## config.mk

```make
export PLATFORM = sky130hd
export DESIGN_NAME = uart_os_rx
export DESIGN_NICKNAME = d
export VERILOG_FILES = /design/src/rtl/uart_rx_pkg.sv /design/src/rtl/uart_rx_sync.sv /design/src/rtl/uart_rx_sampler.sv /design/src/rtl/uart_rx_hold.sv /design/src/rtl/uart_os_rx.sv
export SDC_FILE = /design/constraint.sdc
export NUM_CORES = 1
export LEC_CHECK = 0
export ABC_AREA = 1
export ABC_CLOCK_PERIOD_IN_PS = 2400
export CAP_MARGIN = 5
export CORE_MARGIN = 2
export CORE_UTILIZATION = 55
export CTS_CLUSTER_DIAMETER = 40
export DETAILED_ROUTE_END_ITERATION = 8
export GPL_TIMING_DRIVEN = 0
export PLACE_DENSITY = 0.88
export SKIP_CTS_REPAIR_TIMING = 1
export SLEW_MARGIN = 10
export SYNTH_ARGS = -nofsm -noshare
export SYNTH_HDL_FRONTEND = slang
export SYNTH_SLANG_ARGS = --single-unit
```

## constraint.sdc

```tcl
create_clock -name clk -period 2.4 [get_ports clk]
set_clock_uncertainty 0.2 [all_clocks]
set_input_delay 0.48 -clock clk [delete_from_list [all_inputs] [get_ports clk]]
set_output_delay 0.48 -clock clk [all_outputs]
set_load 0.02 [all_outputs]
```

## src/rtl/uart_rx_pkg.sv

```systemverilog
package uart_rx_pkg;

    typedef enum logic [2:0] {
        ST_IDLE,
        ST_START,
        ST_DATA,
        ST_PARITY,
        ST_STOP,
        ST_BREAK
    } rx_state_t;

    function automatic logic maj3(input logic a, input logic b, input logic c);
        return (a & b) | (a & c) | (b & c);
    endfunction

endpackage

```

## src/rtl/uart_rx_sync.sv

```systemverilog
module uart_rx_sync #(
    parameter int STAGES = 2
) (
    input  logic clk,
    input  logic rst_n,
    input  logic d_in,
    output logic d_out
);
    logic [STAGES-1:0] chain;

    generate
        if (STAGES == 1) begin : g_one
            always_ff @(posedge clk or negedge rst_n) begin
                if (!rst_n) chain <= '1;
                else        chain <= d_in;
            end
        end else begin : g_many
            always_ff @(posedge clk or negedge rst_n) begin
                if (!rst_n) chain <= '1;
                else        chain <= {chain[STAGES-2:0], d_in};
            end
        end
    endgenerate

    assign d_out = chain[STAGES-1];
endmodule

```

## src/rtl/uart_rx_sampler.sv

```systemverilog
module uart_rx_sampler
    import uart_rx_pkg::*;
#(
    parameter int OS_RATE = 16
) (
    input  logic clk,
    input  logic rst_n,
    input  logic tick,
    input  logic rxs,
    input  logic restart,
    input  logic active,
    input  logic sync_mode,
    output logic bit_done,
    output logic bit_val,
    output logic bit_noisy
);
    localparam int CW  = $clog2(OS_RATE);
    localparam int MID = OS_RATE / 2;

    logic [CW-1:0] cnt;
    logic          s_early;
    logic          s_mid;

    always_ff @(posedge clk or negedge rst_n) begin
        if (!rst_n) begin
            cnt     <= '0;
            s_early <= 1'b1;
            s_mid   <= 1'b1;
        end else if (tick) begin
            if (restart)
                cnt <= CW'(1);
            else if (cnt == CW'(OS_RATE - 1))
                cnt <= '0;
            else
                cnt <= cnt + 1'b1;
            if (cnt == CW'(MID - 1)) s_early <= rxs;
            if (cnt == CW'(MID))     s_mid   <= rxs;
        end
    end

    always_comb begin
        bit_done  = active & tick & (cnt == CW'(MID + 1));
        bit_val   = sync_mode ? s_mid : maj3(s_early, s_mid, rxs);
        bit_noisy = ~sync_mode & ~((s_early == s_mid) & (s_mid == rxs));
    end
endmodule

```

## src/rtl/uart_rx_hold.sv

```systemverilog
module uart_rx_hold #(
    parameter int W = 8
) (
    input  logic         clk,
    input  logic         rst_n,
    input  logic         push,
    input  logic [W-1:0] din,
    input  logic         ack,
    output logic [W-1:0] dout,
    output logic         valid,
    output logic         full,
    output logic         ovr
);
    logic blocked;
    assign blocked = full & ~ack;

    always_ff @(posedge clk or negedge rst_n) begin
        if (!rst_n) begin
            dout  <= '0;
            valid <= 1'b0;
            full  <= 1'b0;
            ovr   <= 1'b0;
        end else begin
            valid <= 1'b0;
            ovr   <= 1'b0;
            if (push && blocked) begin
                ovr <= 1'b1;
            end else if (push) begin
                dout  <= din;
                valid <= 1'b1;
                full  <= 1'b1;
            end else if (ack) begin
                full <= 1'b0;
            end
        end
    end
endmodule

```

## src/rtl/uart_os_rx.sv

```systemverilog
module uart_os_rx
    import uart_rx_pkg::*;
#(
    parameter int DATA_BITS   = 8,
    parameter int OS_RATE     = 16,
    parameter int SYNC_STAGES = 2
) (
    input  logic                 clk,
    input  logic                 rst_n,
    input  logic                 rxd_in,
    input  logic                 os_tick,
    input  logic                 sync_mode,
    input  logic                 par_en,
    input  logic                 par_odd,
    input  logic                 rd_ack,
    output logic [DATA_BITS-1:0] rx_data,
    output logic                 rx_valid,
    output logic                 rx_full,
    output logic                 start_evt,
    output logic                 perr_evt,
    output logic                 ferr_evt,
    output logic                 noise_evt,
    output logic                 brk_evt,
    output logic                 ovr_evt
);
    localparam int BCW = (DATA_BITS > 1) ? $clog2(DATA_BITS) : 1;

    rx_state_t            state, state_nx;
    logic                 rxs;
    logic                 bit_done, bit_val, bit_noisy;
    logic                 restart, active, push;
    logic [BCW-1:0]       bit_cnt;
    logic [DATA_BITS-1:0] shreg;
    logic                 par_acc, perr_flag, zero_all, noise_acc;

    uart_rx_sync #(.STAGES(SYNC_STAGES)) u_sync (
        .clk   (clk),
        .rst_n (rst_n),
        .d_in  (rxd_in),
        .d_out (rxs)
    );

    assign restart = (state == ST_IDLE) & ~rxs;
    assign active  = (state != ST_IDLE) & (state != ST_BREAK);

    uart_rx_sampler #(.OS_RATE(OS_RATE)) u_samp (
        .clk       (clk),
        .rst_n     (rst_n),
        .tick      (os_tick),
        .rxs       (rxs),
        .restart   (restart),
        .active    (active),
        .sync_mode (sync_mode),
        .bit_done  (bit_done),
        .bit_val   (bit_val),
        .bit_noisy (bit_noisy)
    );

    assign push = (state == ST_STOP) & bit_done;

    uart_rx_hold #(.W(DATA_BITS)) u_hold (
        .clk   (clk),
        .rst_n (rst_n),
        .push  (push),
        .din   (shreg),
        .ack   (rd_ack),
        .dout  (rx_data),
        .valid (rx_valid),
        .full  (rx_full),
        .ovr   (ovr_evt)
    );

    // next-state logic
    always_comb begin
        state_nx = state;
        unique case (state)
            ST_IDLE:   if (os_tick && !rxs) state_nx = ST_START;
            ST_START:  if (bit_done) state_nx = bit_val ? ST_IDLE : ST_DATA;
            ST_DATA:   if (bit_done && bit_cnt == BCW'(DATA_BITS - 1))
                           state_nx = par_en ? ST_PARITY : ST_STOP;
            ST_PARITY: if (bit_done) state_nx = ST_STOP;
            ST_STOP:   if (bit_done) state_nx = (zero_all && !bit_val) ? ST_BREAK : ST_IDLE;
            ST_BREAK:  if (os_tick && rxs) state_nx = ST_IDLE;
            default:   state_nx = ST_IDLE;
        endcase
    end

    // state register
    always_ff @(posedge clk or negedge rst_n) begin
        if (!rst_n) state <= ST_IDLE;
        else        state <= state_nx;
    end

    // datapath and event outputs
    always_ff @(posedge clk or negedge rst_n) begin
        if (!rst_n) begin
            bit_cnt   <= '0;
            shreg     <= '0;
            par_acc   <= 1'b0;
            perr_flag <= 1'b0;
            zero_all  <= 1'b0;
            noise_acc <= 1'b0;
            start_evt <= 1'b0;
            perr_evt  <= 1'b0;
            ferr_evt  <= 1'b0;
            noise_evt <= 1'b0;
            brk_evt   <= 1'b0;
        end else begin
            start_evt <= 1'b0;
            perr_evt  <= 1'b0;
            ferr_evt  <= 1'b0;
            noise_evt <= 1'b0;
            brk_evt   <= 1'b0;
            unique case (state)
                ST_IDLE: begin
                    if (os_tick && !rxs) begin
                        bit_cnt   <= '0;
                        par_acc   <= 1'b0;
                        perr_flag <= 1'b0;
                        zero_all  <= 1'b1;
                        noise_acc <= 1'b0;
                    end
                end
                ST_START: begin
                    if (bit_done) begin
                        noise_acc <= noise_acc | bit_noisy;
                        start_evt <= ~bit_val;
                    end
                end
                ST_DATA: begin
                    if (bit_done) begin
                        shreg     <= {bit_val, shreg[DATA_BITS-1:1]};
                        par_acc   <= par_acc ^ bit_val;
                        zero_all  <= zero_all & ~bit_val;
                        noise_acc <= noise_acc | bit_noisy;
                        bit_cnt   <= bit_cnt + 1'b1;
                    end
                end
                ST_PARITY: begin
                    if (bit_done) begin
                        perr_flag <= (par_acc ^ bit_val) != par_odd;
                        zero_all  <= zero_all & ~bit_val;
                        noise_acc <= noise_acc | bit_noisy;
                    end
                end
                ST_STOP: begin
                    if (bit_done) begin
                        ferr_evt  <= ~bit_val;
                        perr_evt  <= perr_flag;
                        noise_evt <= ~sync_mode & (noise_acc | bit_noisy);
                        brk_evt   <= zero_all & ~bit_val;
                    end
                end
                ST_BREAK: begin
                    if (os_tick && rxs) brk_evt <= 1'b1;
                end
                default: ;
            endcase
        end
    end
endmodule

```

==> results of run 1 <==
-- per-layer routing --
layer / part of all wire, % / vias up
met5: 0 / -
met4: 2.8 / 0
met3: 4.9 / 13
met2: 46 / 44
met1: 46 / 700
li1: - / 788
-- power groups by stage --
| stage | Combinational (W) | Sequential [W] | Clock (W) |
|---|---|---|---|
| finish | 0.000592 | 0.000906 | 0.000537 |
| global route | 0.000677 | 0.000924 | 0.000579 |
| CTS | 0.000590 | 0.000905 | 0.000537 |
| detailed placement | 0.000577 | 0.000919 | 0 |
| global placement | 0.000550 | 0.000910 | 0 |
| floorplan | 0.000448 | 0.000893 | 0 |
-- state kept, by name (all words and copies together), names as in the netlist --
register,cells
bit_cnt,3
noise_acc,1
u_samp.s_mid,1
u_samp.cnt,4
perr_evt,1
brk_evt,1
shreg,8
perr_flag,1
ferr_evt,1
u_sync.chain,2
noise_evt,1
u_samp.s_early,1
u_hold.dout,8
par_acc,1
zero_all,1
u_hold.ovr,1
u_hold.valid,1
state,3
start_evt,1
u_hold.full,1
-- layout by cell type, fill, tap and decap left out, types with 2 or more instances in the layout --
cell             Yosys  layout
nand4_1              2       2
ha_1                 7       7
dfrtp_1             38      38
buf_6                3       3
clkinv_2             0       2
inv_2                2       2
nand2_2              6       6
inv_1               30      30
nor2_1              11      11
a21oi_1              8       8
nor2_4               3       3
nor3_1               2       2
clkbuf_8             0       5
o21ai_2              7       7
o21ai_0             15      15
clkdlybuf4s50_1      0      21
nand2_1             61      61
dfstp_2              4       4
nand2_4              2       2
nand3_1             17      17
o21ai_1              2       2
-- stage by stage --
step	std cells	worst slack, ns	hold WS [ns]
global route	308	0.3423	0.1599
detailed placement	299	0.1838	0.1484
finish	308	0.4480	0.1585
CTS	307	0.4230	-0.03927
floorplan	228	0.7418	-0.01559
global placement	298	-0.3322	0.1461
-- critical path, cell delays in order --
cell	delay [ns]
clkdlybuf4s50_1	0.48
inv_1	0.07
or2_2	0.31
nand2_1	0.22
nand3_1	0.14
nand2_1	0.11
nand3_1	0.09
nand2_1	0.08
-- cell type report --
type | instances | area share (%)
clock inverter | 3 | 1.637
multi-input combinational | 151 | 33.30
timing repair buffer | 24 | 10.33
sequential | 42 | 43.17
inverter | 32 | 4.910
tap | 48 | 2.455
clock buffer | 5 | 2.813
buffer | 3 | 1.381
-- cells by family (layout without fill, tap and decap cells) --
family                     count (synthesis)  in the layout  synth area share (%)
AOI/OAI and AO/OA                         36             36                 10.57
and+or+nand+nor                          107            107                 24.91
DFF                                       42             42                 52.16
adders and majority gates                  7              7                 4.326
xor gates and xnor gates                   1              1                0.4327
buffers and inverters                     35             67                 7.602
-- final timing paths --
kind | from | slack (ns) | cells after the start | endpoint
worst max-delay path | sync_mode | 0.45 | 8 | state[2]
worst min-delay path | u_sync.chain[0] | 0.16 | 0 | u_sync.chain[1]
worst max register to register | u_samp.cnt[1] | 0.60 | 10 | u_hold.dout[0]
worst min register to register | u_sync.chain[0] | 0.16 | 0 | u_sync.chain[1]
max in group asynchronous | rst_n | 0.93 | 3 | u_sync.chain[1]
min in group asynchronous | rst_n | 0.51 | 2 | u_hold.valid
==> results.py, run 1 <==
metrics = {
    "synth": {
        "synthFlopType": "dfrtp_1",
        "yosysTopAreaCellShare_pct": 46.97,
        "avgSynthCellArea_um2": 8.879,
        "synth_enable_flop_cells": 0,
        "yosys_warnings": 0,
        "yosysUniqueCellTypes": 26,
        "async_flop_share_pct": 100.0,
        "ys_seq_elements": 42,
        "yosys.area.top_type": "dfrtp_1",
        "netlist_instances": 228,
        "yosysMostFrequentCell": "nand2_1",
        "syn_area_mm2": 0.002024,
        "yosysSeqAreaShare_pct": 52.16,
        "synth_nets": 243,
        "synthTopCellsByArea": "dfrtp_1, nand2_1, inv_1, dfstp_2, ha_1",
        "synthTopCellsByCount": "nand2_1, dfrtp_1, inv_1, nand3_1, o21ai_0",
    },
    "clocking": {
        "htree_levels": 2,
        "clockBufferDepth": 2,
        "clockRootBuffer": "clkbuf_8",
        "clk_latency_ns": 0.29,
        "clk_pin_slew_worst_paths_ns": 0.07,
        "clkSinkCount": 42,
        "cts-buffers-inserted": 5,
        "cts_tree": "built",
    },
    "grt": {
        "grtUsageMet2_pct": 32.42,
        "grt_overflow_total": 0,
        "antenna_found_initial": 0,
        "met3_usage_pct": 5.035,
        "grt_pass1_vias": 1457,
        "grt_max_degree": 23,
        "top_usage_layer": "met2",
        "grt_usage_pct": 20.30,
        "use_met1_pct": 26.34,
        "grt_first_pass_wirelength_um": 6444,
    },
    "critical_path": {
        "cp-end-kind": "register",
        "critical_path_peak_fanout": 7,
        "cp_data_arrival_time_ns": 1.98,
        "startpoint_type": "primary input",
        "worstPathRequired_ns": 2.43,
        "path_class": "in -> reg",
    },
    "power_and_ir_drop": {
        "p_int_w": 0.001317,
        "p_leak_nw": 1.205,
        "power_frac_seq_pct": 44.5,
        "pwr-share-comb_pct": 29.1,
        "p_total_w": 0.002035,
        "netSwitchingFraction_pct": 35.27,
        "ir_worst_vdd_mv": 0.5817,
        "cellPowerDensity_mw_per_mm2": 831.8,
        "netSwitchingPower_w": 0.0007176,
        "p_clk_share_pct": 26.4,
    },
    "outcome": {
        "status": "completed",
    },
    "cells_and_area": {
        "antenna_cells": 0,
        "filler_cell_count": 277,
        "seq_area_mm2": 0.001056,
        "final_nets": 274,
        "final_area_mm2": 0.002446,
        "multi_input_area_um2": 814.5,
        "fin_util_pct": 67.83,
        "areaGrowthSynthToFinish_pct": 20.83,
        "layout-drive-gt1-share_pct": 15.38,
    },
    "die": {
        "rows": 22,
        "initial_core_util_pct": 56.14,
        "fp.dieW_um": 64.67,
        "die_height_um": 64.67,
        "die_area_mm2": 0.004182,
        "core_mm2": 0.003606,
        "io-pin-count": 24,
    },
    "routing": {
        "drtIter0Drc": 117,
        "vias": 1545,
        "ant_nets": 0,
        "wl_per_cell_um": 11.85,
        "dr.pass1.iters": 4,
        "avgViaCountPerCell": 5.016,
        "route.detailed.drc": 0,
        "drt-total-wl_um": 3651,
    },
    "placement": {
        "gp_congestion": 0.9359,
        "place_hpwl_um": 2673,
        "dpl_cell_area_mm2": 0.002327,
        "portBuffers": 22,
    },
    "timing": {
        "maxSlewHeadroom_pct": 66.13,
        "max_freq_mhz": 512.3,
        "hold_viol": 0,
        "drv_slew": 0,
        "min_period_ns": 1.952,
        "finalSetupViolCount": 0,
        "fin_crit_sh_pct": 81.34,
        "tightest_slew_ns": 0.5080,
        "rsz0062_at_grt": "false",
        "tns_ns": 0,
    },
    "min_path": {
        "hold_class": "reg -> reg",
    },
    "job": {
        "max-cap-violations": 0,
    },
}
Power figures use the tool's default switching activity.
==> run 2: changes to the inputs <==
- ABC_CLOCK_PERIOD_IN_PS: 2400 -> 1850
- clock period: 2.4 -> 1.85 ns (I/O delays scaled with it)
==> run 2 against run 1 <==
Compared with the run above: sequential share of layout area fell by 0.49 points; combinational power rose by 34%; cell area rose by 1.3%; wire length rose by 1.5%; clock power rose by 29%; non-clock buffer count rose by 1; register-to-register slack got worse by 0.50 ns; largest cell class unchanged; largest power group unchanged; highest routed layer unchanged.
==> results.py, run 2 (synthesis results as in run 1) <==
metrics = {
    "critical_path": {
        "path_class": "reg -> out",
        "crit_path_max_incr_delay_ns": 0.60,
        "critical_path.top_delay_family": "buffers and inverters",
        "startpoint_type": "register",
        "critical_path_peak_fanout": 2,
        "reg2reg_depth": 10,
        "r2r-start": "u_samp.cnt[1]",
        "worstPathRequired_ns": 1.28,
        "slowest_stage": "clkdlybuf4s50_1",
        "critical_path_buf_inv_count": 1,
        "cp-end-kind": "output pin",
        "r2r-end": "u_hold.dout[5]",
        "crit_chain": "clkdlybuf4s50_1",
        "cp_data_arrival_time_ns": 1.23,
        "rrSetupSlack_ns": 0.10,
    },
    "cells_and_area": {
        "largestRegisters": "shreg: 8 flops, u_hold.dout: 8 flops, u_samp.cnt: 4 flops",
        "final_nets": 275,
        "areaGrowthSynthToFinish_pct": 22.37,
        "final_common_cell": "nand2_1",
        "layout-drive-gt1-share_pct": 16.86,
        "layout_common_cells": "nand2_1, dfrtp_1, inv_1",
        "antenna_cells": 0,
    },
    "job": {
        "max-cap-violations": 0,
    },
    "timing": {
        "drv_slew": 0,
        "maxSlewHeadroom_pct": 66.07,
        "tightest_slew_ns": 0.5090,
        "min_period_ns": 1.798,
        "hold-worst-slack_ns": 0.1285,
        "fin_crit_sh_pct": 97.18,
        "tns_ns": 0,
        "max_freq_mhz": 556.2,
        "finalSetupViolCount": 0,
        "hold_viol": 0,
    },
    "clocking": {
        "cts_tree": "built",
        "clk_pin_slew_worst_paths_ns": 0.08,
        "clockRootBuffer": "clkbuf_8",
        "clkSinkCount": 42,
        "htree_levels": 2,
        "clk_latency_ns": 0.29,
        "cts-buffers-inserted": 5,
        "clockBufferDepth": 2,
    },
    "min_path": {
        "whs_path_depth": 2,
        "hold-path-endpoint": "u_samp.cnt[3]",
        "hp-start": "os_tick",
        "hold_class": "in -> reg",
    },
    "die": {
        "die_area_mm2": 0.004182,
        "fp.dieW_um": 64.67,
        "die_height_um": 64.67,
        "rows": 22,
        "io-pin-count": 24,
        "core_mm2": 0.003606,
        "initial_core_util_pct": 56.14,
    },
    "routing": {
        "drtIter0Drc": 140,
        "dr.pass1.iters": 5,
        "route.met2.wl_um": 1746,
        "wl_per_cell_um": 11.99,
        "drt-total-wl_um": 3705,
        "top_layer_used": "met4",
        "ant_nets": 0,
        "avgViaCountPerCell": 5.084,
        "wl_met1_um": 1723,
        "vias": 1571,
        "route.detailed.drc": 0,
        "wl_met3_um": 155,
    },
    "power_and_ir_drop": {
        "pwr-share-comb_pct": 29.8,
        "power_frac_seq_pct": 44.2,
        "cellPowerDensity_mw_per_mm2": 1075,
        "ir_worst_vdd_mv": 0.7580,
        "p_int_w": 0.001726,
        "netSwitchingFraction_pct": 35.18,
        "p_leak_nw": 1.339,
        "p_clk_share_pct": 26.0,
        "netSwitchingPower_w": 0.0009368,
    },
    "grt": {
        "grt_pass1_vias": 1457,
        "grt_usage_pct": 20.30,
        "grt_max_degree": 23,
        "grt_first_pass_wirelength_um": 6444,
        "antenna_found_initial": 0,
        "grt_overflow_total": 0,
    },
    "outcome": {
        "status": "completed",
    },
    "placement": {
        "portBuffers": 22,
        "gp_congestion": 0.9359,
        "place_hpwl_um": 2673,
    },
}
-- run 2: worst max path at each step --
stage	startpoint	end	slack (ns)	cells past startpoint
finish	u_hold.dout[4]	rx_data[4]	0.05	1
CTS	sync_mode	state[2]	-0.02	8
floorplan	u_samp.cnt[1]	u_hold.dout[5]	0.19	10
global route	u_samp.cnt[1]	u_hold.dout[5]	-0.008	10
detailed placement	sync_mode	state[2]	-0.26	8
global placement	rst_n	u_samp.cnt[0]	-0.77	1
-- run 2: metal layers --
metal / GRT usage, % / vias up
met5: 0 / -
li1: - / 790
met3: 5.035 / 11
met1: 26.34 / 726
met4: 9.043 / 0
met2: 32.42 / 44
-- run 2: area by class of cell --
class	count	area [um^2]
plain buffers	3	33.78
clock buffers	5	68.82
clock inverters	3	40.04
fillers	263	1129
inverters	32	120.1
multi-input cells	151	819.5
flip-flops and latches	42	1057
well taps	48	60.06
repair buffers	25	277.8
-- run 2: power groups by stage --
stage	Combinational, W	Clock [W]	Sequential [W]
2_1_floorplan	0.000581	0	0.00116
3_3_place_gp	0.000713	0	0.00118
3_5_place_dp	0.000749	0	0.00119
4_1_cts	0.000766	0.000697	0.00117
5_1_grt	0.000906	0.000752	0.00120
6_report	0.000793	0.000692	0.00118
-- run 2: metrics by stage --
step | instance area (um^2) | instances | power, W | worst slack [ns] | utilization [%]
6_report | 2477 | 309 | 0.002663 | 0.05222 | 68.70
5_1_grt | 2477 | 309 | 0.002855 | -0.008368 | 68.70
4_1_cts | 2436 | 307 | 0.002637 | -0.01695 | 67.56
3_5_place_dp | 2327 | 299 | 0.001941 | -0.2562 | 64.54
3_3_place_gp | 2305 | 298 | 0.001894 | -0.7722 | 63.91
2_1_floorplan | 2024 | 228 | 0.001740 | 0.1918 | -
